$ cat src/rtl/irqc_pkg.sv
`timescale 1ns/1ps
package irqc_pkg;
   typedef enum logic [2:0] {
      SEL_SRC   = 3'd0,
      SEL_NEN   = 3'd1,
      SEL_FEN   = 3'd2,
      SEL_NPND  = 3'd3,
      SEL_FPND  = 3'd4,
      SEL_VBASE = 3'd5
   } reg_sel_e;

   localparam int unsigned FAST_VEC_OFS = 32'h2C;
   localparam int unsigned NORM_VEC_OFS = 32'h28;
endpackage

$ cat src/rtl/irqc_ff1.sv
`timescale 1ns/1ps
module irqc_ff1 #(
   parameter int W     = 32,
   parameter int STYLE = 0
) (
   input  logic [W-1:0]         vec,
   output logic [$clog2(W)-1:0] idx,
   output logic                 vld
);
   localparam int IW = $clog2(W);
   localparam int H  = W / 2;

   generate
      if (STYLE == 0) begin : g_scan
         always_comb begin
            idx = '0;
            vld = 1'b0;
            for (int i = 0; i < W; i++) begin
               if (vec[i]) begin
                  idx = IW'(i);
                  vld = 1'b1;
               end
            end
         end
      end else begin : g_split
         if ((W & (W - 1)) != 0 || W < 4) begin : g_bad
            $error("irqc_ff1: split style needs a power-of-two width of at least 4");
         end
         logic [IW-2:0] up_idx, lo_idx;
         logic          up_vld, lo_vld;

         irqc_ff1 #(.W(H), .STYLE(0)) u_up (
            .vec(vec[W-1:H]), .idx(up_idx), .vld(up_vld)
         );
         irqc_ff1 #(.W(H), .STYLE(0)) u_lo (
            .vec(vec[H-1:0]), .idx(lo_idx), .vld(lo_vld)
         );

         always_comb begin
            vld = up_vld | lo_vld;
            idx = up_vld ? {1'b1, up_idx} : {1'b0, lo_idx};
         end
      end
   endgenerate
endmodule

$ cat src/rtl/irqc_regs.sv
`timescale 1ns/1ps
module irqc_regs
   import irqc_pkg::*;
#(
   parameter int NUM_SRC = 32,
   parameter int DATA_W  = 32,
   parameter int REG_AW  = 3
) (
   input  logic               clk,
   input  logic               rst_n,
   input  logic [NUM_SRC-1:0] irq_in,
   input  logic               we,
   input  logic [REG_AW-1:0]  addr,
   input  logic [DATA_W-1:0]  wdata,
   input  logic [NUM_SRC-1:0] npend,
   input  logic [NUM_SRC-1:0] fpend,
   output logic [NUM_SRC-1:0] src_q,
   output logic [NUM_SRC-1:0] nen,
   output logic [NUM_SRC-1:0] fen,
   output logic [DATA_W-1:0]  vbase,
   output logic [DATA_W-1:0]  rdata
);
   logic [DATA_W-1:0] rd_mux;
   logic              sel_hi;
   reg_sel_e          sel;

   generate
      if (REG_AW > 3) begin : g_wide
         assign sel_hi = |addr[REG_AW-1:3];
      end else begin : g_narrow
         assign sel_hi = 1'b0;
      end
   endgenerate

   assign sel = reg_sel_e'(addr[2:0]);

   always_comb begin
      rd_mux = '0;
      if (!sel_hi) begin
         case (sel)
            SEL_SRC:   rd_mux = DATA_W'(src_q);
            SEL_NEN:   rd_mux = DATA_W'(nen);
            SEL_FEN:   rd_mux = DATA_W'(fen);
            SEL_NPND:  rd_mux = DATA_W'(npend);
            SEL_FPND:  rd_mux = DATA_W'(fpend);
            SEL_VBASE: rd_mux = vbase;
            default:   rd_mux = '0;
         endcase
      end
   end

   always_ff @(posedge clk or negedge rst_n) begin
      if (!rst_n) begin
         src_q <= '0;
         nen   <= '0;
         fen   <= '0;
         vbase <= '0;
         rdata <= '0;
      end else begin
         src_q <= irq_in;
         rdata <= rd_mux;
         if (we && !sel_hi) begin
            case (sel)
               SEL_NEN:   nen   <= wdata[NUM_SRC-1:0];
               SEL_FEN:   fen   <= wdata[NUM_SRC-1:0];
               SEL_VBASE: vbase <= wdata;
               default:   ;
            endcase
         end
      end
   end
endmodule

$ cat src/rtl/irqc_vec.sv
`timescale 1ns/1ps
module irqc_vec #(
   parameter int          NUM_SRC  = 32,
   parameter int          DATA_W   = 32,
   parameter int unsigned FAST_OFS = 32'h2C,
   parameter int unsigned NORM_OFS = 32'h28
) (
   input  logic [NUM_SRC-1:0] npend,
   input  logic [NUM_SRC-1:0] fpend,
   input  logic [DATA_W-1:0]  vbase,
   output logic               nreq,
   output logic               freq,
   output logic               avec,
   output logic [DATA_W-1:0]  vaddr
);
   always_comb begin
      freq  = |fpend;
      nreq  = |npend;
      avec  = freq | nreq;
      if (freq)
         vaddr = vbase + DATA_W'(FAST_OFS);
      else if (nreq)
         vaddr = vbase + DATA_W'(NORM_OFS);
      else
         vaddr = '0;
   end
endmodule

$ cat src/rtl/irqc_top.sv
`timescale 1ns/1ps
module irqc_top
   import irqc_pkg::*;
#(
   parameter int          NUM_SRC   = 32,
   parameter int          DATA_W    = 32,
   parameter int          REG_AW    = 3,
   parameter int          FF1_STYLE = 1,
   parameter int unsigned FAST_OFS  = FAST_VEC_OFS,
   parameter int unsigned NORM_OFS  = NORM_VEC_OFS
) (
   input  logic                       clk,
   input  logic                       rst_n,
   input  logic [NUM_SRC-1:0]         irq_in,
   input  logic                       reg_we,
   input  logic [REG_AW-1:0]          reg_addr,
   input  logic [DATA_W-1:0]          reg_wdata,
   output logic [DATA_W-1:0]          reg_rdata,
   output logic [NUM_SRC-1:0]         norm_pend,
   output logic [NUM_SRC-1:0]         fast_pend,
   output logic                       norm_req,
   output logic                       fast_req,
   output logic [$clog2(NUM_SRC)-1:0] norm_idx,
   output logic                       norm_vld,
   output logic [$clog2(NUM_SRC)-1:0] fast_idx,
   output logic                       fast_vld,
   output logic                       avec_req,
   output logic [DATA_W-1:0]          vec_addr
);
   generate
      if (NUM_SRC < 4 || NUM_SRC > DATA_W) begin : g_bad_src
         $error("irqc_top: NUM_SRC must lie between 4 and DATA_W");
      end
      if (REG_AW < 3) begin : g_bad_aw
         $error("irqc_top: REG_AW must be at least 3");
      end
      if (FAST_OFS == NORM_OFS) begin : g_bad_ofs
         $error("irqc_top: class offsets must differ");
      end
   endgenerate

   logic [NUM_SRC-1:0] src_q, nen, fen;
   logic [DATA_W-1:0]  vbase;

   assign norm_pend = src_q & nen;
   assign fast_pend = src_q & fen;

   irqc_regs #(.NUM_SRC(NUM_SRC), .DATA_W(DATA_W), .REG_AW(REG_AW)) u_regs (
      .clk   (clk),
      .rst_n (rst_n),
      .irq_in(irq_in),
      .we    (reg_we),
      .addr  (reg_addr),
      .wdata (reg_wdata),
      .npend (norm_pend),
      .fpend (fast_pend),
      .src_q (src_q),
      .nen   (nen),
      .fen   (fen),
      .vbase (vbase),
      .rdata (reg_rdata)
   );

   irqc_ff1 #(.W(NUM_SRC), .STYLE(FF1_STYLE)) u_ff1_fast (
      .vec(fast_pend), .idx(fast_idx), .vld(fast_vld)
   );

   irqc_ff1 #(.W(NUM_SRC), .STYLE(FF1_STYLE)) u_ff1_norm (
      .vec(norm_pend), .idx(norm_idx), .vld(norm_vld)
   );

   irqc_vec #(
      .NUM_SRC(NUM_SRC), .DATA_W(DATA_W),
      .FAST_OFS(FAST_OFS), .NORM_OFS(NORM_OFS)
   ) u_vec (
      .npend(norm_pend),
      .fpend(fast_pend),
      .vbase(vbase),
      .nreq (norm_req),
      .freq (fast_req),
      .avec (avec_req),
      .vaddr(vec_addr)
   );
endmodule

$ cat config.mk
export PLATFORM = sky130hd
export DESIGN_NAME = irqc_top
export DESIGN_NICKNAME = d
export VERILOG_FILES = /design/src/rtl/irqc_pkg.sv /design/src/rtl/irqc_ff1.sv /design/src/rtl/irqc_regs.sv /design/src/rtl/irqc_vec.sv /design/src/rtl/irqc_top.sv
export SDC_FILE = /design/constraint.sdc
export NUM_CORES = 1
export LEC_CHECK = 0
export BUFFER_PORTS_ARGS = -buffer_cell sky130_fd_sc_hd__buf_2
export CAP_MARGIN = 5
export CORE_UTILIZATION = 49
export DETAILED_ROUTE_END_ITERATION = 10
export MAX_ROUTING_LAYER = met4
export PLACE_DENSITY = 0.87
export SLEW_MARGIN = 15
export SYNTH_ARGS = -nofsm -noshare
export SYNTH_HDL_FRONTEND = slang
export SYNTH_SLANG_ARGS = --single-unit
$ cat constraint.sdc
create_clock -name clk -period 2.6 [get_ports clk]
set_input_delay 0.39 -clock clk [delete_from_list [all_inputs] [get_ports clk]]
set_output_delay 0.39 -clock clk [all_outputs]
set_load 0.02 [all_outputs]
# After elaboration in Yosys (flattened, before gate mapping)
# Cells that the tools add are included.
# totals
regBits	160
input_bits	70
output_inout_bits	143
# classes
addsub	2
n_eq_ne	5
mux	129
n_bitwise	5
n_reduce_logical	6
# op_table
operator	count
$mux 4	56
$pmux 32 s6	1
$mux 1	68
$add 32x6->32 const B	2
$and 32x32->32	2
$mux 32	2
$reduce_or 32->1	2
$mux 5	2
$eq 3x2->1 const B	2
$eq 3x3->1 const B	2
$reduce_and 2->1	3
$eq 3x1->1 const B	1
$logic_not 3->1	1
$or 1x1->1	3

# Logic depth before layout (Yosys ltp)
# depth
ltp_word	18
mapped_depth	10
ltp_nobuf	8

# Modules after synthesis
# Synthesis repeated with hierarchy kept, for this count alone.
# unflattened
cells_unflattened	967
area_unflattened_um2	9649.3
# modules_own_cells
module	n_inst	cells_per_inst	area_per_inst_um2	seq_area_each_um2
irqc_regs	1	524	6998.0	4003.8
irqc_vec	1	251	1487.7	0.0
irqc_ff1 at u_ff1_fast.g_split.u_lo ...	4	29	161.4	0.0
irqc_top	1	64	400.4	0.0
irqc_ff1 at u_ff1_fast ...	2	6	58.8	0.0

# Worst setup path after synthesis
# Ideal clock, no wire load.
# synth_timing
path_type	register -> output
start	reg u_regs.src_q[19]
end	out vec_addr[31]
arrival_time_ns	2.577
required_ns	2.210
setup_slack_ns	-0.367
stages_incl_launch_ff	10
n_path_buf	2
path_cell_list	dfrtp_1 -> a22o_1 -> or4_1 -> and4bb_1 -> buf_6 -> inv_4 -> buf_6 -> mux2i_1 -> a31oi_1 -> a311oi_1
# synth_via
elab_chain_len	4
# synth_lines
item	line	rtl
start, declared	irqc_regs.sv:17	output logic [NUM_SRC-1:0] src_q,
start signal, assigned	irqc_regs.sv:60	src_q <= irq_in;
$and 32x32->32	irqc_top.sv:45	assign norm_pend = src_q & nen;
$reduce_or 32->1	irqc_vec.sv:18	nreq = |npend;
$mux 32	irqc_vec.sv:22	else if (nreq)
$mux 32 *	irqc_vec.sv:20	if (freq)
end, declared	irqc_top.sv:28	output logic [DATA_W-1:0] vec_addr
# Mark *: on every way between the ends. The rest lies on a longest branch, timed or not.

# Worst setup path in the final report
# layout_timing
start	reg u_regs.fen[21]
end	out vec_addr[31]
# layout_via
elab_chain_len	3
# layout_lines
item	line	rtl
start, declared	irqc_regs.sv:19	output logic [NUM_SRC-1:0] fen,
start signal, assigned	irqc_regs.sv:65	SEL_FEN: fen <= wdata[NUM_SRC-1:0];
$and 32x32->32	irqc_top.sv:46	assign fast_pend = src_q & fen;
$reduce_or 32->1	irqc_vec.sv:17	freq = |fpend;
$mux 32	irqc_vec.sv:20	
# Every way passes these cells.

==> reports/results.txt <==
Top cells by area, synth = dfrtp_1 45%, mux2_2 12%, nor2_1 3.0%, and2_1 2.8%, nand2_1 2.6%
Count of port buffers added during placement = 212
Final Worst Setup Slack = -881 ps
Number of distinct library cell variants in the gate-level netlist after synthesis = 65
Pre-CTS worst setup slack = -469 ps
Area share of the leading cell type in the synthesized netlist = 44.9%
Synthesis warning total = 0
Total clock buffers created by CTS = 17
Register bit total from synthesis = 160
CTS tree = done
Area share of and/or/nand/nor cells after synthesis = 14.5%
Proportion of register bits with asynchronous set or reset after synthesis = 100%
Origin of the critical flop-to-flop path = u_regs.src_q[4]
Final cell count without fillers = 1551
Worst-case headroom to the max-slew limit = 43.4%
Startpoint of the tightest hold check path = irq_in[3]
Clock-pin slew of the registers on the worst-case setup and hold paths = 70 ps
Vias per std cell = 6.51
CP max stage cell = or4_4
First-pass GRT wire length = 54.7 mm
Violation count after the first detailed-route iteration = 1293
Wire per inst = 23.8 um
Cell Area, Synth = 8910 um2
Commonest cells in the netlist = 160 x dfrtp_1, 95 x mux2_2, 72 x nor2_1
Hold WC Path Type = in -> reg
Total congestion overflow after global routing = 0
Clk sinks = 160
Fill count = 1089
Count of TritonRoute iterations in the first routing pass = 7
Number of global-route vias before repair = 9763
Area growth, synth to finish = 47.0%
# nets final = 1385
Clock skew after layout = 5.48 ps
Compound-Gate Fraction of Synth Area = 22.3%
Crit path max-delay family = simple AND/OR/NAND/NOR gates
Pwr dens = 757 nW/um2
Number of enable flip-flop cells after synthesis = 0
Critical Path Source = u_regs.fen[21]
Die Height = 137 um
Main combinational cell family by area after synthesis = compound AO/OA/AOI/OAI gates
DR DRC count = 0
CP arrival = 3090 ps
Final setup vio count = 46
Transition time at the pin with the least slew margin = 846 ps
Dominant cell by count in the synthesized netlist = dfrtp_1
Number of top-level design ports = 213
Syn_area_per_cell = 9.72 um2
Starting density of the core = 50.8%
Maximum frequency from static timing analysis = 0.287 GHz
Adder and majority gate portion of the synthesized area = 0.421%
Synthesized instance count = 917
Violations in the final reports = negative setup slack
CTS Root Buffer Type = clkbuf_16
Outcome = complete, but fails checks
Final total power = 9.92 mW
Critical path fanouts, max = 4
Sort of element at the end of the critical path = primary output
Worst skew pair latency = 440 ps
Row count = 48
Post-synthesis mux area share = 13.0%
Buffer and inverter count on the worst path = 2
Maximum number of pins on one net before global-route repair = 70
Post-detailed-placement half-perimeter wirelength = 25.4 mm
Number of vias in the routed layout = 10100
Ratio of cells with drive above 1 in the final layout = 49.5%
Total routed wirelength = 36.9 mm
Data required time at the worst endpoint = 2210 ps
Horizontal extent of the die = 137 um
Area share of xor/xnor cells in the synthesized design = 0.197%
Die outline area = 18700 um2
Category of the most critical setup path = reg -> out
Leak Pwr = 6.16 nW
Number of hold violations in the final report = 0
Max_cap viols = 0
Unrepaired setup endpoints after global routing = yes
H-tree Lvls = 4
Setup crit start kind = flip-flop
Cells traversed along the worst timing path = a22o_1, or4_4, and4bb_4, buf_4, mux2i_2, and3_4, a311oi_2, buf_4
Final Max Tran Viols = 0
GRT Util Overall = 40.7%
Post-synth top area cell = dfrtp_1
Seq/Total Area, Yosys = 44.9%
Most used flip-flop cell after synthesis = dfrtp_1
Peak per-stage delay on the critical path = 570 ps
Most frequent CP cell = buf_4
Setup slack, reg-to-reg = 1140 ps
Placeable core region = 17500 um2
Final cycle utilization of the critical path = 134%
Maximum buffer depth of the clock tree = 2
Finished Core Util = 74.7%
Total instance count after detailed placement = 1495
Clock period minus final worst setup slack = 3480 ps
Final weighted congestion in routability-driven placement = 1.02
Net count of the mapped netlist = 990
Number of nets still failing antenna checks after routing = 0
Worst-case vdd ir drop = 0.529 mV
Antenna violations before repair = 1
sequential cells by signal (all words and copies together) (netlist names):
name          flops
u_regs.fen       32
u_regs.nen       32
u_regs.rdata     32
u_regs.src_q     32
u_regs.vbase     32
worst reg2reg max path, stage by stage (launching register included):
cell	delay (ps)
dfrtp_1	400
buf_4	160
o211ai_1	260
a21boi_0	300
o22ai_1	180
kinds of logic (layout without fill, tap and decap cells):
family	Yosys count	in the layout
adders and majority gates	3	3
and+or+nand+nor	260	260
buffers and inverters	104	512
xor gates and xnor gates	2	2
other	0	1
muxes	104	104
AOI/OAI and AO/OA	284	284
DFF	160	160
stage by stage:
stage	area, um2	hold slack [ps]	setup TNS, ps
2_1_floorplan	9070	94.4	-2580
3_3_place_gp	11700	432	-9520
3_5_place_dp	11700	439	-11460
4_1_cts	12900	50.4	-23560
5_1_grt	13100	49.1	-27900
6_report	13100	52.2	-26640
placed cells by master, fill, tap and decap left out, types with 10 or more instances in the layout:
master | synthesis | layout
a21boi_0 | 17 | 15
inv_1 | 43 | 38
buf_2 | 3 | 173
o21ai_0 | 44 | 29
and2_1 | 40 | 40
o21a_1 | 12 | 12
a22o_1 | 13 | 13
a22oi_2 | 0 | 13
nor3_1 | 17 | 12
dfrtp_1 | 160 | 160
buf_4 | 2 | 218
nand2_1 | 61 | 58
o211ai_1 | 22 | 22
nor2_1 | 72 | 64
o22ai_1 | 18 | 16
nand4_1 | 10 | 10
clkbuf_16 | 0 | 17
o221ai_1 | 12 | 12
nand3_1 | 14 | 13
a21oi_1 | 42 | 30
a21oi_2 | 0 | 10
a32oi_1 | 16 | 16
mux2_2 | 95 | 95
o21ai_1 | 1 | 12
a31oi_1 | 18 | 10
buf_6 | 2 | 35
nand2b_1 | 19 | 18
routing by layer:
metal  global-route usage, %  vias up  share of wire (%)  wire [um]
met5                       -        -                  0          0
met4                    20.9        0                5.3       1960
met3                    8.74      228                 13       4700
met2                    61.8      875                 45      16600
met1                    51.1     4806                 37      13600
li1                        -     4184                  -          -
report_power, final:
group | switching (mW) | internal (mW)
registers | 0.415 | 2.91
logic | 2.26 | 1.83
clock network | 1.12 | 1.38
total | 3.80 | 6.12
area by class of cell:
cell class | count | area [um2] | area share [%]
clock buffers | 18 | 439 | 3.35
flip-flops and latches | 160 | 4000 | 30.6
clock inverters | 14 | 144 | 1.10
multi-input cells | 653 | 5020 | 38.3
inverters | 47 | 189 | 1.44
well taps | 225 | 282 | 2.15
repair buffers | 433 | 3020 | 23.1
diodes | 1 | 2.50 | 0.0191
final timing paths:
path | to | cells past startpoint
max in group asynchronous | u_regs.nen[11] | 3
max | vec_addr[31] | 8
min in group asynchronous | u_regs.src_q[1] | 2
min reg2reg | u_regs.vbase[1] | 1
max reg2reg | u_regs.rdata[4] | 4
min | u_regs.src_q[3] | 1
what timing repair did:
action,in CTS,in global routing
endpoints found under the hold margin,37,0
pin swaps,18,24
hold buffers,1,0
endpoints found under the setup margin,46,47
resized for setup,125,47
buffers inserted,16,12
(Power assumes the default switching activity.)
